## src/rtl/mii_rx_pkg.sv

```systemverilog
package mii_rx_pkg;

  typedef enum logic [1:0] {
    RX_WAIT_LOW,
    RX_IDLE,
    RX_PRE,
    RX_DATA
  } rx_state_e;

  localparam logic [31:0] CRC_POLY_REFL = 32'hEDB88320;
  localparam logic [31:0] CRC_SEED      = 32'hFFFFFFFF;
  localparam logic [31:0] CRC_RESIDUE   = 32'hDEBB20E3;

  // Advance a reflected CRC-32 register by one nibble, bit 0 first.
  function automatic logic [31:0] crc32_nibble(input logic [31:0] cur, input logic [3:0] nib);
    logic [31:0] r;
    r = cur;
    for (int i = 0; i < 4; i++) begin
      if (r[0] ^ nib[i]) r = (r >> 1) ^ CRC_POLY_REFL;
      else               r = r >> 1;
    end
    return r;
  endfunction

endpackage

```

## src/rtl/mii_rx_framer.sv

```systemverilog
module mii_rx_framer
  import mii_rx_pkg::*;
#(
  parameter int          NIB_W   = 4,
  parameter logic [3:0]  PRE_NIB = 4'h5,
  parameter logic [3:0]  SFD_NIB = 4'hD
) (
  input  logic             clk,
  input  logic             rst_n,
  input  logic             rx_dv,
  input  logic [NIB_W-1:0] rxd,
  output logic             data_en,
  output logic             frame_start,
  output logic             frame_end
);

  rx_state_e state_q, state_d;
  logic      armed;

  assign armed       = (state_q != RX_WAIT_LOW);
  assign data_en     = (state_q == RX_DATA) && rx_dv;
  assign frame_start = (state_q == RX_PRE) && rx_dv && (rxd == PRE_NIB[NIB_W-1:0] ? 1'b0 : rxd == SFD_NIB[NIB_W-1:0]);
  assign frame_end   = (state_q == RX_DATA) && !rx_dv;

  always_comb begin
    state_d = state_q;
    unique case (state_q)
      RX_WAIT_LOW: if (!rx_dv) state_d = RX_IDLE;
      RX_IDLE: begin
        if (rx_dv) state_d = (rxd == PRE_NIB[NIB_W-1:0]) ? RX_PRE : RX_WAIT_LOW;
      end
      RX_PRE: begin
        if (!rx_dv)                          state_d = RX_IDLE;
        else if (rxd == SFD_NIB[NIB_W-1:0])  state_d = RX_DATA;
        else if (rxd != PRE_NIB[NIB_W-1:0])  state_d = RX_WAIT_LOW;
      end
      RX_DATA: if (!rx_dv) state_d = RX_IDLE;
      default: state_d = RX_WAIT_LOW;
    endcase
  end

  always_ff @(posedge clk or negedge rst_n) begin
    if (!rst_n) state_q <= RX_WAIT_LOW;
    else        state_q <= state_d;
  end

  // leaving the locked-out state needs a sampled low data-valid
  assert_arm_after_low_R1: assert property (@(posedge clk) disable iff (!rst_n)
    $rose(armed) |-> $past(!rx_dv));

  // a start is always preceded by a preamble nibble under data-valid
  assert_start_after_pre_R2: assert property (@(posedge clk) disable iff (!rst_n)
    frame_start |-> ($past(rx_dv) && $past(rxd) == PRE_NIB[NIB_W-1:0]));

  // an end only follows a start or a body nibble
  assert_end_follows_body_R5: assert property (@(posedge clk) disable iff (!rst_n)
    frame_end |-> ($past(data_en) || $past(frame_start)));

endmodule

```

## src/rtl/mii_rx_crc.sv

```systemverilog
module mii_rx_crc
  import mii_rx_pkg::*;
(
  input  logic       clk,
  input  logic       rst_n,
  input  logic       frame_start,
  input  logic       data_en,
  input  logic [3:0] rxd,
  output logic       crc_ok
);

  logic [31:0] crc_q;

  always_ff @(posedge clk or negedge rst_n) begin
    if (!rst_n)           crc_q <= CRC_SEED;
    else if (frame_start) crc_q <= CRC_SEED;
    else if (data_en)     crc_q <= crc32_nibble(crc_q, rxd);
  end

  assign crc_ok = (crc_q == CRC_RESIDUE);

endmodule

```

## src/rtl/mii_rx_word_acc.sv

```systemverilog
module mii_rx_word_acc #(
  parameter int WORD_W = 32,
  parameter int NIB_W  = 4,
  localparam int NPW   = WORD_W / NIB_W,
  localparam int CNT_W = $clog2(NPW + 1)
) (
  input  logic              clk,
  input  logic              rst_n,
  input  logic              frame_start,
  input  logic              data_en,
  input  logic              frame_end,
  input  logic [NIB_W-1:0]  rxd,
  input  logic              rx_er,
  input  logic              crc_ok,
  output logic              out_valid,
  output logic [WORD_W-1:0] out_data,
  output logic              out_sof,
  output logic              out_eof,
  output logic [CNT_W-1:0]  out_nibbles,
  output logic              out_err,
  output logic              out_crc_err
);

  logic [WORD_W-1:0] acc_q;
  logic [CNT_W-1:0]  cnt_q;
  logic              first_q;
  logic              er_q;
  logic              word_full;
  logic              word_push;
  logic              tail_push;

  assign word_full = (cnt_q == CNT_W'(NPW));
  assign word_push = data_en && word_full;
  assign tail_push = frame_end && (cnt_q != '0);

  // Drop a nibble into slot idx of the word, lowest slot first.
  function automatic logic [WORD_W-1:0] put_nibble(input logic [WORD_W-1:0] w,
                                                   input logic [CNT_W-1:0]  idx,
                                                   input logic [NIB_W-1:0]  nib);
    logic [WORD_W-1:0] r;
    r = w;
    for (int i = 0; i < NPW; i++) begin
      if (idx == CNT_W'(i)) r[i*NIB_W +: NIB_W] = nib;
    end
    return r;
  endfunction

  always_ff @(posedge clk or negedge rst_n) begin
    if (!rst_n) begin
      acc_q       <= '0;
      cnt_q       <= '0;
      first_q     <= 1'b0;
      er_q        <= 1'b0;
      out_valid   <= 1'b0;
      out_data    <= '0;
      out_sof     <= 1'b0;
      out_eof     <= 1'b0;
      out_nibbles <= '0;
      out_err     <= 1'b0;
      out_crc_err <= 1'b0;
    end else begin
      out_valid   <= 1'b0;
      out_sof     <= 1'b0;
      out_eof     <= 1'b0;
      out_err     <= 1'b0;
      out_crc_err <= 1'b0;
      if (frame_start) begin
        acc_q   <= '0;
        cnt_q   <= '0;
        first_q <= 1'b1;
        er_q    <= 1'b0;
      end else if (data_en) begin
        er_q <= er_q | rx_er;
        if (word_push) begin
          out_valid   <= 1'b1;
          out_data    <= acc_q;
          out_nibbles <= cnt_q;
          out_sof     <= first_q;
          first_q     <= 1'b0;
          acc_q       <= put_nibble('0, '0, rxd);
          cnt_q       <= CNT_W'(1);
        end else begin
          acc_q <= put_nibble(acc_q, cnt_q, rxd);
          cnt_q <= cnt_q + CNT_W'(1);
        end
      end else if (frame_end) begin
        if (tail_push) begin
          out_valid   <= 1'b1;
          out_data    <= acc_q;
          out_nibbles <= cnt_q;
          out_sof     <= first_q;
          out_eof     <= 1'b1;
          out_err     <= er_q | cnt_q[0];
          out_crc_err <= !crc_ok;
        end
        cnt_q <= '0;
      end
    end
  end

  // a word that does not close the frame is always full
  assert_full_word_R3: assert property (@(posedge clk) disable iff (!rst_n)
    (out_valid && !out_eof) |-> (out_nibbles == CNT_W'(NPW)));

  // nibble count of any emitted word lies in 1..NPW
  assert_nib_range_R5: assert property (@(posedge clk) disable iff (!rst_n)
    out_valid |-> (out_nibbles != '0 && out_nibbles <= CNT_W'(NPW)));

  // nothing can follow a closing word on the very next cycle
  assert_eof_gap_R5: assert property (@(posedge clk) disable iff (!rst_n)
    out_eof |=> !out_valid);

  // CRC verdict only on the closing word
  assert_crc_on_eof_R7: assert property (@(posedge clk) disable iff (!rst_n)
    out_crc_err |-> out_eof);

  // flags stay quiet without a word
  assert_flags_need_valid_R9: assert property (@(posedge clk) disable iff (!rst_n)
    !out_valid |-> !(out_sof || out_eof || out_err || out_crc_err));

endmodule

```

## src/rtl/mii_rx_packer.sv

```systemverilog
module mii_rx_packer #(
  parameter int WORD_W = 32,
  parameter int NIB_W  = 4,
  localparam int NPW   = WORD_W / NIB_W,
  localparam int CNT_W = $clog2(NPW + 1)
) (
  input  logic              clk,
  input  logic              rst_n,
  input  logic [NIB_W-1:0]  rxd,
  input  logic              rx_dv,
  input  logic              rx_er,
  output logic              out_valid,
  output logic [WORD_W-1:0] out_data,
  output logic              out_sof,
  output logic              out_eof,
  output logic [CNT_W-1:0]  out_nibbles,
  output logic              out_err,
  output logic              out_crc_err
);

  logic data_en;
  logic frame_start;
  logic frame_end;
  logic crc_ok;

  mii_rx_framer #(.NIB_W(NIB_W)) framer_i (
    .clk         (clk),
    .rst_n       (rst_n),
    .rx_dv       (rx_dv),
    .rxd         (rxd),
    .data_en     (data_en),
    .frame_start (frame_start),
    .frame_end   (frame_end)
  );

  mii_rx_crc crc_i (
    .clk         (clk),
    .rst_n       (rst_n),
    .frame_start (frame_start),
    .data_en     (data_en),
    .rxd         (rxd[3:0]),
    .crc_ok      (crc_ok)
  );

  mii_rx_word_acc #(.WORD_W(WORD_W), .NIB_W(NIB_W)) acc_i (
    .clk         (clk),
    .rst_n       (rst_n),
    .frame_start (frame_start),
    .data_en     (data_en),
    .frame_end   (frame_end),
    .rxd         (rxd),
    .rx_er       (rx_er),
    .crc_ok      (crc_ok),
    .out_valid   (out_valid),
    .out_data    (out_data),
    .out_sof     (out_sof),
    .out_eof     (out_eof),
    .out_nibbles (out_nibbles),
    .out_err     (out_err),
    .out_crc_err (out_crc_err)
  );

  // a frame opening word is a real word
  assert_sof_valid_R4: assert property (@(posedge clk) disable iff (!rst_n)
    out_sof |-> out_valid);

endmodule

```

## config.mk

```make
export PLATFORM = sky130hd
export DESIGN_NAME = mii_rx_packer
export DESIGN_NICKNAME = d
export VERILOG_FILES = /design/src/rtl/mii_rx_pkg.sv /design/src/rtl/mii_rx_framer.sv /design/src/rtl/mii_rx_crc.sv /design/src/rtl/mii_rx_word_acc.sv /design/src/rtl/mii_rx_packer.sv
export SDC_FILE = /design/constraint.sdc
export NUM_CORES = 1
export LEC_CHECK = 0
export BUFFER_PORTS_ARGS = -buffer_cell sky130_fd_sc_hd__buf_2
export CORE_MARGIN = 1
export CORE_UTILIZATION = 40
export DETAILED_ROUTE_END_ITERATION = 10
export SYNTH_ARGS = -nofsm -noshare
export SYNTH_HDL_FRONTEND = slang
export SYNTH_SLANG_ARGS = --single-unit
```

## constraint.sdc

```tcl
create_clock -name clk -period 4.4 [get_ports clk]
set_input_delay 0.44 -clock clk [delete_from_list [all_inputs] [get_ports clk]]
set_output_delay 0.44 -clock clk [all_outputs]
set_load 0.005 [all_outputs]
```

# Word level (Yosys, flattened, before mapping)
# Index checks and enable logic that the tools add are counted.
dict set report totals {
  ff_bits 113
  latch_bits 0
  ramBits 0
  rom_bits 0
  inputBits 8
  output_inout_bits 41
  word_cells 155
  n_memories 0
}
dict set report classes {
  add_sub_neg 1
  n_mul 0
  div_mod_pow 0
  n_lt_le_gt_ge 0
  n_eq_ne 19
  shifts 0
  n_mux 68
  bitwise_logic 11
  n_reduce_logical 36
}
# operator count
set op_table {}
lappend op_table {{$mux W32} 19}
lappend op_table {{$mux W4} 16}
lappend op_table {{$not A13 Y14} 4}
lappend op_table {{$eq A32 B32 Y1 const B} 1}
lappend op_table {{$reduce_bool A3 Y1} 9}
lappend op_table {{$mux W1} 26}
lappend op_table {{$eq A4 B3 Y1 const B} 5}
lappend op_table {{$reduce_and A2 Y1} 9}
lappend op_table {{$mux W2} 6}
lappend op_table {{$eq A4 B2 Y1 const B} 2}
lappend op_table {{$eq A4 B4 Y1 const B} 2}
lappend op_table {{$reduce_bool A2 Y1} 4}
lappend op_table {{$logic_and A1 B1 Y1} 6}
lappend op_table {{$ne A2 B2 Y1 const B} 3}
lappend op_table {{$pmux W2 S3} 1}
lappend op_table {{$add A4 B1 Y4 const B} 1}
lappend op_table {{$eq A2 B2 Y1 const B} 2}
lappend op_table {{$eq A4 B1 Y1 const B} 1}
lappend op_table {{$logic_not A4 Y1} 1}
lappend op_table {{$ne A4 B3 Y1 const B} 1}
lappend op_table {{$ne A4 B4 Y1 const B} 1}
lappend op_table {{$reduce_and A4 Y1} 1}
lappend op_table {{$reduce_bool A4 Y1} 1}
lappend op_table {{$xor A1 B1 Y1} 4}
lappend op_table {{7 further kinds} 9}

# Logic depth before layout (Yosys ltp)
# Gate-level depths: netlist of the first run.
dict set report depth {
  depth_word 16
  mapped_depth 8
  ltp_nobuf 6
}

# Hierarchy
# Synthesis of the first run repeated with hierarchy kept, for this count alone.
dict set report hier_totals {
  cells_unflattened 469
  area_unflattened_um2 5644.2
}
# module instances cells_each area_per_inst_um2 seq_area_each_um2
set by_module_without_submodules {}
lappend by_module_without_submodules {mii_rx_word_acc 1 274 3525.9 1976.9}
lappend by_module_without_submodules {mii_rx_crc 1 166 1871.8 840.8}
lappend by_module_without_submodules {mii_rx_framer 1 29 246.5 50.0}

# Worst setup path after synthesis of the first run
# Ideal clock, no wire load.
dict set report synth_path {
  kind {register -> register}
  startpoint {register acc_i.cnt_q[0]}
  endpoint {register acc_i.out_data[21]}
  setup_time_ps 125
  t_arrival_ps 2005
  required_ps 4275
  slack_ps 2270
  path_stages_with_launch 8
  n_path_buf 1
  period_less_slack_ps 2130
  path_cell_list {dfrtp_1 -> inv_1 -> ha_1 -> and2b_1 -> and2_1 -> o211ai_4 -> buf_4 -> mux2_2}
}
dict set report synth_via {
  elab_chain_cells 4
  word_cells_on_any_way 7
  classes_between {eq/ne (2); reduce/logical (5)}
}
# item line_no
set synth_lines {}
lappend synth_lines {{start, declared} mii_rx_word_acc.sv:25} ;# logic [CNT_W-1:0] cnt_q;
lappend synth_lines {{start signal, assigned} mii_rx_word_acc.sv:84} ;# cnt_q <= cnt_q + CNT_W'(1);
lappend synth_lines {{$eq A4 B4 Y1 / $reduce_bool A4 Y1 (equally long branches)} {mii_rx_word_acc.sv:32, mii_rx_word_acc.sv:34}}
lappend synth_lines {{$logic_and A1 B1 Y1 (on tied branches)} {mii_rx_word_acc.sv:33, mii_rx_word_acc.sv:34}}
lappend synth_lines {{$ne A2 B2 Y1 (no line) / $reduce_bool A2 Y1 (equally long branches)} n/a}
lappend synth_lines {{$reduce_and A4 Y1 (no line) (*)} n/a}
lappend synth_lines {{end signal, assigned} mii_rx_word_acc.sv:76} ;# out_data <= acc_q;
lappend synth_lines {{end signal, assigned} mii_rx_word_acc.sv:89} ;# out_data <= acc_q;
lappend synth_lines {{end, declared} mii_rx_word_acc.sv:16} ;# output logic [WORD_W-1:0] out_data,
# Every way passes the cells marked *; elsewhere a longest branch is shown, timed or not.
# A chain may end at the register's enable or synchronous reset.

# Worst setup path in the final report of the first run
dict set report layout_path {
  startpoint {register acc_i.cnt_q[0]}
  endpoint {register acc_i.out_data[28]}
}
# Same word-level chain as after synthesis.

==> out/results.ini, run 1 <==
[timing]
finalHoldViolations = 0
slew_viol_final = 0
fmax_mhz = 357
worstMarginPinSlew_ns = 1.17
final.min_clock_period_ns = 2.80
finClkSkew_ns = 0.00651
setup_tns_ns = 0
max-slew-margin-rel = 0.216
rsz0062_at_grt = no
setup-violations-final = 0
holdWs_ns = 0.208
finalWorstSetupSlack_ns = 1.60
period_share = 0.636

[clock_network]
ctsHtreeMaxLevel = 4
cts_setup_buffers = 0
cts_buffer_depth = 2
cts_tree = done
postCtsHoldBufs = 0
clock-root-buffer = clkbuf_16
clkTransAtPathRegs_ns = 0.05
clkSinkCount = 113
clk_latency_ns = 0.41
postCtsResizedCells = 0
cts_buffers = 17

[synth]
synth_cells = 398
synth_area_leader_cell = dfrtp_1
syn_area_sq_um = 5190
syn_area_per_cell_sq_um = 13.0
synthTopCellsByArea = dfrtp_1 (39%), dfstp_2 (16%), mux2_2 (14%)
syn_nets = 415
yosys_most_used_dff = dfrtp_1
synthArstFlopShare = 1.00
synth.most_common_cell = dfrtp_1
ys_warn_count = 0
synth_edf_count = 0
ys_seq_area_frac = 0.553
synth_top_area_frac = 0.391
ys_types = 51
synth_common_cells = dfrtp_1 (81), mux2_2 (63), dfstp_2 (32)
ys_ff_latch = 113

[floorplan]
core-area_sq_um = 12600
die_h_microns = 116
start_util = 0.411
die_w_microns = 116
num_rows = 41
die_area_sq_um = 13400
io_pins = 49

[drt]
drtPass1Iterations = 4
vias_per_cell = 5.07
wl_per_cell_microns = 17.2
drc_errors = 0
wl_microns = 10900
initialDrtViolationCount = 196
antenna_left = 0
num_vias = 3210

[setup_path]
crit_type = flip-flop to flip-flop
rr_worst_depth = 7
cp-end-kind = flip-flop
r2r-start = acc_i.cnt_q[0]
timing.rr.end = acc_i.out_data[28]
arrival_ns = 3.09
crit_fanout = 20
r2r_slack_ns = 1.60
start_kind = flip-flop
crit_required_ns = 4.69

[pwr]
power_leakage_nw = 2.92
vdd_drop_max_uv = 380
finalPower_mw = 5.08
powerDensity_nw_per_um2 = 816

[job]
maxCapViolCount = 0

[global_route]
grt_max_degree = 81
grt_overflow = 0
antenna_found_initial = 0
grt_pass1_wl_microns = 17500
first_global_vias = 3195
grt_usage = 0.178

[outcome]
status = finished, final reports clean

[cells_and_area]
final_util = 0.493
diodes = 0
nNetsFinal = 465
drive_gt1_frac = 0.419
syn_to_final_growth_pct = 19.9

[place]
gp_congestion = 0.751
dpl.hpwl_microns = 7200
preCtsSetupSlack_ns = 1.58
io_buffers = 48

[hold_path]
min_path_type = input pin to async pin

-- metrics by stage --
step | instances | cell area (sq um)
floorplan | 398 | 5190
global placement | 601 | 5560
detailed placement | 601 | 5560
CTS | 633 | 6220
global route | 633 | 6220
finish | 633 | 6220
-- logic make-up (layout without fill, tap and decap cells) --
family | after synthesis | after routing | share of synthesized area
mux | 69 | 69 | 0.149
flops | 113 | 113 | 0.553
fa+ha+maj | 9 | 9 | 0.0217
buf+inv | 28 | 91 | 0.0277
compound gates | 72 | 72 | 0.0914
simple gates | 70 | 70 | 0.0728
xor+xnor | 37 | 37 | 0.0851
-- placed cells by master (no fill, tap or decap), drive strengths merged, types with 3 or more instances in the layout --
cell type	n
bufinv	5
buf	52
nand3b	5
o21ai	21
nor2	15
nand2	16
mux2i	5
clkinv	3
inv	8
dfstp	32
nand3	7
dfrtp	81
xnor3	4
xor2	17
clkbuf	19
a2bb2oi	11
and3	4
nand4	3
nor3	7
ha	9
mux2	64
xnor2	16
and2	3
o22a	4
a21oi	26
clkinvlp	4
-- area by class of cell --
type | instances | area, sq um
timing repair buffer | 52 | 273
inverter | 7 | 26.3
clock inverter | 13 | 208
tap | 172 | 215
multi-input combinational | 257 | 2180
sequential | 113 | 2870
clock buffer | 19 | 453
fill | 1135 | 6400
-- flip-flops by register name, summed over array words and instances, names as in the netlist, 2 cells and up --
register / count
acc_i.out_nibbles: 4
acc_i.cnt_q: 4
acc_i.out_data: 32
crc_i.crc_q: 32
framer_i.state_q: 2
acc_i.acc_q: 32
-- worst max-delay path, cell delays in order (launching register included) --
cell,delay [ns]
dfrtp_1,0.48
inv_1,0.11
ha_1,0.30
and2b_1,0.24
and2_1,0.21
o211ai_4,0.62
buf_4,0.36
mux2_2,0.36
-- routing by layer --
| metal | wire [microns] | global-route usage | share of wire | vias to the layer above |
|---|---|---|---|---|
| li1 | - | - | - | 1514 |
| met1 | 5230 | 0.241 | 0.48 | 1618 |
| met2 | 5200 | 0.277 | 0.48 | 68 |
| met3 | 351 | 0.0486 | 0.032 | 10 |
| met4 | 91 | 0.0615 | 0.0084 | 0 |
| met5 | 0 | 0 | 0 | - |
-- worst max-delay path by stage --
stage	startpoint	end	slack, ns
after floorplan	acc_i.cnt_q[0]	acc_i.out_data[21]	2.27
after global placement	acc_i.cnt_q[0]	acc_i.out_data[23]	1.69
after detailed placement	acc_i.cnt_q[0]	acc_i.out_data[28]	1.58
after CTS	acc_i.cnt_q[0]	acc_i.out_data[26]	1.59
after global routing	acc_i.cnt_q[0]	acc_i.out_data[26]	1.43
final	acc_i.cnt_q[0]	acc_i.out_data[28]	1.60
-- power breakdown --
| part | switching [mW] | total (mW) | internal, mW |
|---|---|---|---|
| Sequential | 0.361 | 1.98 | 1.62 |
| Clock | 0.486 | 1.52 | 1.03 |
| Combinational | 0.701 | 1.58 | 0.880 |
| Total | 1.55 | 5.08 | 3.53 |
Power figures use the tool's default switching activity.
==> inputs of run 2 (changes only) <==
==> constraint.sdc (replaced) <==
create_clock -name clk -period 2.3 [get_ports clk]
set_input_delay 0.23 -clock clk [delete_from_list [all_inputs] [get_ports clk]]
set_output_delay 0.23 -clock clk [all_outputs]
set_load 0.005 [all_outputs]
==> out/results.ini, run 2 (synthesized netlist as in run 1, its figures left out) <==
[outcome]
status = finished, final reports clean

[timing]
period_share = 0.922
finalHoldViolations = 0
max-slew-margin-rel = 0.513
final.min_clock_period_ns = 2.12
setup_tns_ns = 0
fmax_mhz = 472
slew_viol_final = 0
rsz0062_at_grt = no
setup-violations-final = 0
worstMarginPinSlew_ns = 0.730
finClkSkew_ns = 0.00618

[clock_network]
clkTransAtPathRegs_ns = 0.05
cts_tree = done
clock-root-buffer = clkbuf_16
cts_buffer_depth = 2
clk_latency_ns = 0.41
clkSinkCount = 113
cts_buffers = 17
ctsHtreeMaxLevel = 4

[pwr]
finalPower_mw = 9.53
powerDensity_nw_per_um2 = 1510
power_leakage_nw = 2.99
vdd_drop_max_uv = 826

[drt]
drc_errors = 0
num_vias = 3317
vias_per_cell = 5.11
drtPass1Iterations = 4
antenna_left = 0
wl_per_cell_microns = 16.7
initialDrtViolationCount = 139
wl_microns = 10900

[place]
gp_congestion = 0.772
dpl.hpwl_microns = 7510
io_buffers = 48

[cells_and_area]
mostFrequentLayoutCells = dfrtp_1 (81), mux2_2 (63), buf_2 (47)
layout_commonest_cell = dfrtp_1
ff_latch_area_sq_um = 2870
nNetsFinal = 481
multi_input_comb_area_sq_um = 2180
top_regs = acc_i.acc_q x32, acc_i.out_data x32, crc_i.crc_q x32
fill_cells = 1181
diodes = 0
syn_to_final_growth_pct = 21.4
drive_gt1_frac = 0.434

[global_route]
grt_use_met3 = 0.0518
use_met2 = 0.272
antenna_found_initial = 0
grt_pass1_wl_microns = 18100
first_global_vias = 3334
grt_usage = 0.183
grt_overflow = 0
grt_use_met1 = 0.251
grt_max_degree = 45
grt_busiest_layer = met2

[setup_path]
start_kind = flip-flop
arrival_ns = 2.41
r2r_slack_ns = 0.18
crit_type = flip-flop to flip-flop
r2r-start = acc_i.cnt_q[1]
crit_fanout = 18
critPathSlowestCell = dfrtp_1
cp-startpoint = acc_i.cnt_q[1]
crit_path_max_incr_delay_ns = 0.42
cp-end-kind = flip-flop
crit_chain = inv_1 -> ha_1 -> and2b_1 -> and2_1 -> o211ai_4 -> buf_4 -> mux2_2
crit_required_ns = 2.59

[floorplan]
num_rows = 41
core-area_sq_um = 12600
die_area_sq_um = 13400
die_w_microns = 116
die_h_microns = 116
io_pins = 49
start_util = 0.411

[hold_path]
min_from = rx_er
min_path_type = input pin to flip-flop

[job]
maxCapViolCount = 0

==> run 2: cell count changes in the layout (fill, tap and decap cells not counted), sizes merged <==
cell / delta
buf: +15
clkinv: +4
clkbuf: +1
clkinvlp: -2
inv: -1
bufinv: -2
dlygate4sd3: +1
==> run 2: timing repair <==
item                       in CTS  in global routing
setup buffers                   0                  0
setup endpoints to repair       0                  2
gates resized for setup         0                  1
hold buffers                    1                  0
hold endpoints to repair       15                  0
==> run 2: metal layers <==
metal	wire, microns	share of wire
met1	5230	0.48
met2	4980	0.46
met3	488	0.045
met4	155	0.014
met5	0	0
==> run 2: path summary, 6_finish.rpt <==
check                      cells past startpoint                 end
min in group asynchronous                      2     acc_i.acc_q[21]
hold reg to reg                                1  acc_i.out_data[26]
hold / removal                                 3          acc_i.er_q
max in group asynchronous                      3   acc_i.out_data[0]
setup reg to reg                               7  acc_i.out_data[23]
setup / recovery                               7  acc_i.out_data[23]
==> run 2: cell type report <==
type / instances / area share
sequential: 113 / 0.455
tap: 172 / 0.0342
inverter: 7 / 0.00417
multi-input combinational: 257 / 0.346
clock inverter: 12 / 0.0222
clock buffer: 20 / 0.0709
timing repair buffer: 68 / 0.0667
==> run 2: report_power, final <==
| group | internal [mW] | total [mW] | switching [mW] |
|---|---|---|---|
| Sequential | 3.10 | 3.73 | 0.631 |
| Combinational | 1.77 | 3.19 | 1.42 |
| Clock | 1.71 | 2.61 | 0.896 |
==> run 2: critical path, delay by kind of cell, from the launching register on <==
| kind | cells | cell delay (ns) |
|---|---|---|
| adders and majority gates | 1 | 0.19 |
| AOI/OAI and AO/OA | 1 | 0.22 |
| DFF | 1 | 0.42 |
| muxes | 1 | 0.36 |
| buffers and inverters | 2 | 0.37 |
| and+or+nand+nor | 2 | 0.43 |
==> run 2: metrics by stage <==
step / setup WS [ns] / util / area (sq um) / cells / hold WS, ns
after floorplan: 0.170 / - / 5190 / 398 / -0.0656
after global placement: 0.209 / 0.452 / 5700 / 616 / 0.228
after detailed placement: 0.167 / 0.452 / 5700 / 616 / 0.235
after CTS: 0.136 / 0.499 / 6300 / 649 / 0.0526
after global routing: 0.0463 / 0.499 / 6300 / 649 / 0.0785
final: 0.180 / 0.499 / 6300 / 649 / 0.0681
==> inputs of run 3 (changes only) <==
--- a/config.mk
+++ b/config.mk
@@ -9,6 +9,8 @@
 export CORE_MARGIN = 1
 export CORE_UTILIZATION = 40
 export DETAILED_ROUTE_END_ITERATION = 10
+export PLACE_DENSITY_LB_ADDON = 0.12
+export REMOVE_ABC_BUFFERS = 1
 export SYNTH_ARGS = -nofsm -noshare
 export SYNTH_HDL_FRONTEND = slang
 export SYNTH_SLANG_ARGS = --single-unit
==> out/results.ini, run 3 (synthesized netlist as in run 1, its figures left out) <==
[outcome]
status = finished, final reports clean

[cells_and_area]
drive_gt1_frac = 0.430
fill_cells = 1151
nNetsFinal = 482
layout_commonest_cell = dfrtp_1
syn_to_final_growth_pct = 22.5
mostFrequentLayoutCells = dfrtp_1 (81), mux2_2 (63), buf_2 (47)
top_regs = acc_i.acc_q x32, acc_i.out_data x32, crc_i.crc_q x32
diodes = 0
design_area_sq_um = 6360

[place]
gp_congestion = 0.811
dpl-instance-area_sq_um = 5720
dpl.hpwl_microns = 7460
preCtsSetupSlack_ns = 0.136
io_buffers = 48

[setup_path]
arrival_ns = 2.40
r2r_slack_ns = 0.19
path_buf_inv = 0
crit_type = flip-flop to flip-flop
crit_family = simple AND/OR/NAND/NOR gates
crit_chain = ha_1 -> and2_1 -> nand4b_1 -> and3_1 -> mux2_2
critPathSlowestCell = dfrtp_1
crit_required_ns = 2.59
cp-end-kind = flip-flop
rr_worst_depth = 5
start_kind = flip-flop
timing.rr.end = acc_i.acc_q[4]
crit_path_max_incr_delay_ns = 0.43
crit_fanout = 7
r2r-start = framer_i.state_q[0]

[pwr]
vdd_drop_max_uv = 596
power_leakage_nw = 3.02
powerDensity_nw_per_um2 = 1530

[global_route]
grt_max_degree = 60
antenna_found_initial = 0
first_global_vias = 3245
grt_overflow = 0
grt_pass1_wl_microns = 17800
grt_usage = 0.181

[floorplan]
start_util = 0.411
num_rows = 41
core-area_sq_um = 12600
die_w_microns = 116
die_area_sq_um = 13400
die_h_microns = 116
io_pins = 49

[drt]
initialDrtViolationCount = 136
drc_errors = 0
wl_microns = 10900
num_vias = 3265
drtPass1Iterations = 4
vias_per_cell = 5.03
wl_per_cell_microns = 16.7
antenna_left = 0

[hold_path]
holdPathEnd = acc_i.er_q
min_path_type = input pin to flip-flop
min_path_cells = 3
min_from = rx_er

[job]
maxCapViolCount = 0

[clock_network]
clkTransAtPathRegs_ns = 0.05
cts_buffers = 17
cts_buffer_depth = 2
cts_tree = done
clock-root-buffer = clkbuf_16
cts_setup_buffers = 0
clkSinkCount = 113
clk_latency_ns = 0.41
ctsHtreeMaxLevel = 4

[timing]
max-slew-margin-rel = 0.267
setup-violations-final = 0
finClkSkew_ns = 0.00712
rsz0062_at_grt = no
finalWorstSetupSlack_ns = 0.190
worstMarginPinSlew_ns = 1.10
final.min_clock_period_ns = 2.11
fmax_mhz = 474
holdWs_ns = 0.0952
period_share = 0.917
finalHoldViolations = 0
slew_viol_final = 0

==> run 3: cell types whose count changed in the layout (fill, tap and decap cells not counted) <==
cell	before	now
nor2_2	2	0
clkbuf_1	2	1
clkinv_1	0	1
and2_1	2	3
and2_0	1	0
nor2_1	13	15
clkinv_2	7	4
buf_12	2	3
bufinv_16	3	5
==> run 3: worst max path at each step <==
stage                              startpoint              end  slack (ns)  cells past startpoint
final                     framer_i.state_q[0]   acc_i.acc_q[4]        0.19                      5
after global routing      framer_i.state_q[0]   acc_i.cnt_q[1]        0.01                      4
after CTS                 framer_i.state_q[0]  acc_i.acc_q[13]        0.13                      5
after detailed placement  framer_i.state_q[0]  acc_i.acc_q[21]        0.14                      5
after global placement    framer_i.state_q[0]   acc_i.acc_q[9]        0.18                      5
after floorplan           framer_i.state_q[0]   acc_i.cnt_q[1]       -0.24                      6
==> run 3: stage by stage <==
| step | power, mW | utilization | TNS [ns] | cells |
|---|---|---|---|---|
| final | 9.72 | 0.504 | 0 | 649 |
| after global routing | 10.4 | 0.504 | 0 | 649 |
| after CTS | 9.86 | 0.504 | 0 | 649 |
| after detailed placement | 6.97 | 0.453 | 0 | 617 |
| after global placement | 6.91 | 0.453 | 0 | 617 |
| after floorplan | 5.91 | - | -6.38 | 377 |
==> run 3: cell type report <==
class | instances | area, sq um | share of cell area
clock buffers | 19 | 443 | 0.0697
clock inverters | 12 | 189 | 0.0297
inverters | 7 | 26.3 | 0.00413
multi-input cells | 257 | 2180 | 0.342
flip-flops and latches | 113 | 2870 | 0.451
well taps | 172 | 215 | 0.0338
repair buffers | 69 | 440 | 0.0693
==> run 3: repair_timing <==
action,in CTS,in global routing
gates resized for setup,0,1
hold buffers,1,0
endpoints found under the hold margin,21,0
endpoints found under the setup margin,0,7
==> run 3: tightest hold or removal path, cell delays in order <==
cell and delay [ns]:
buf_2 0.10, a21oi_1 0.06, nor2_1 0.07
==> run 3: report_power, final <==
part           internal [mW]  switching [mW]  total [mW]
clock                   1.93           0.884        2.81
sequential              3.09           0.625        3.72
combinational           1.78            1.41        3.19
total                   6.80            2.92        9.72
==> run 3: routing by layer <==
layer  global-route usage  wire length, microns
met5                    0                     0
met4               0.0744                   177
met2                0.276                  5050
met3               0.0507                   306
met1                0.242                  5320
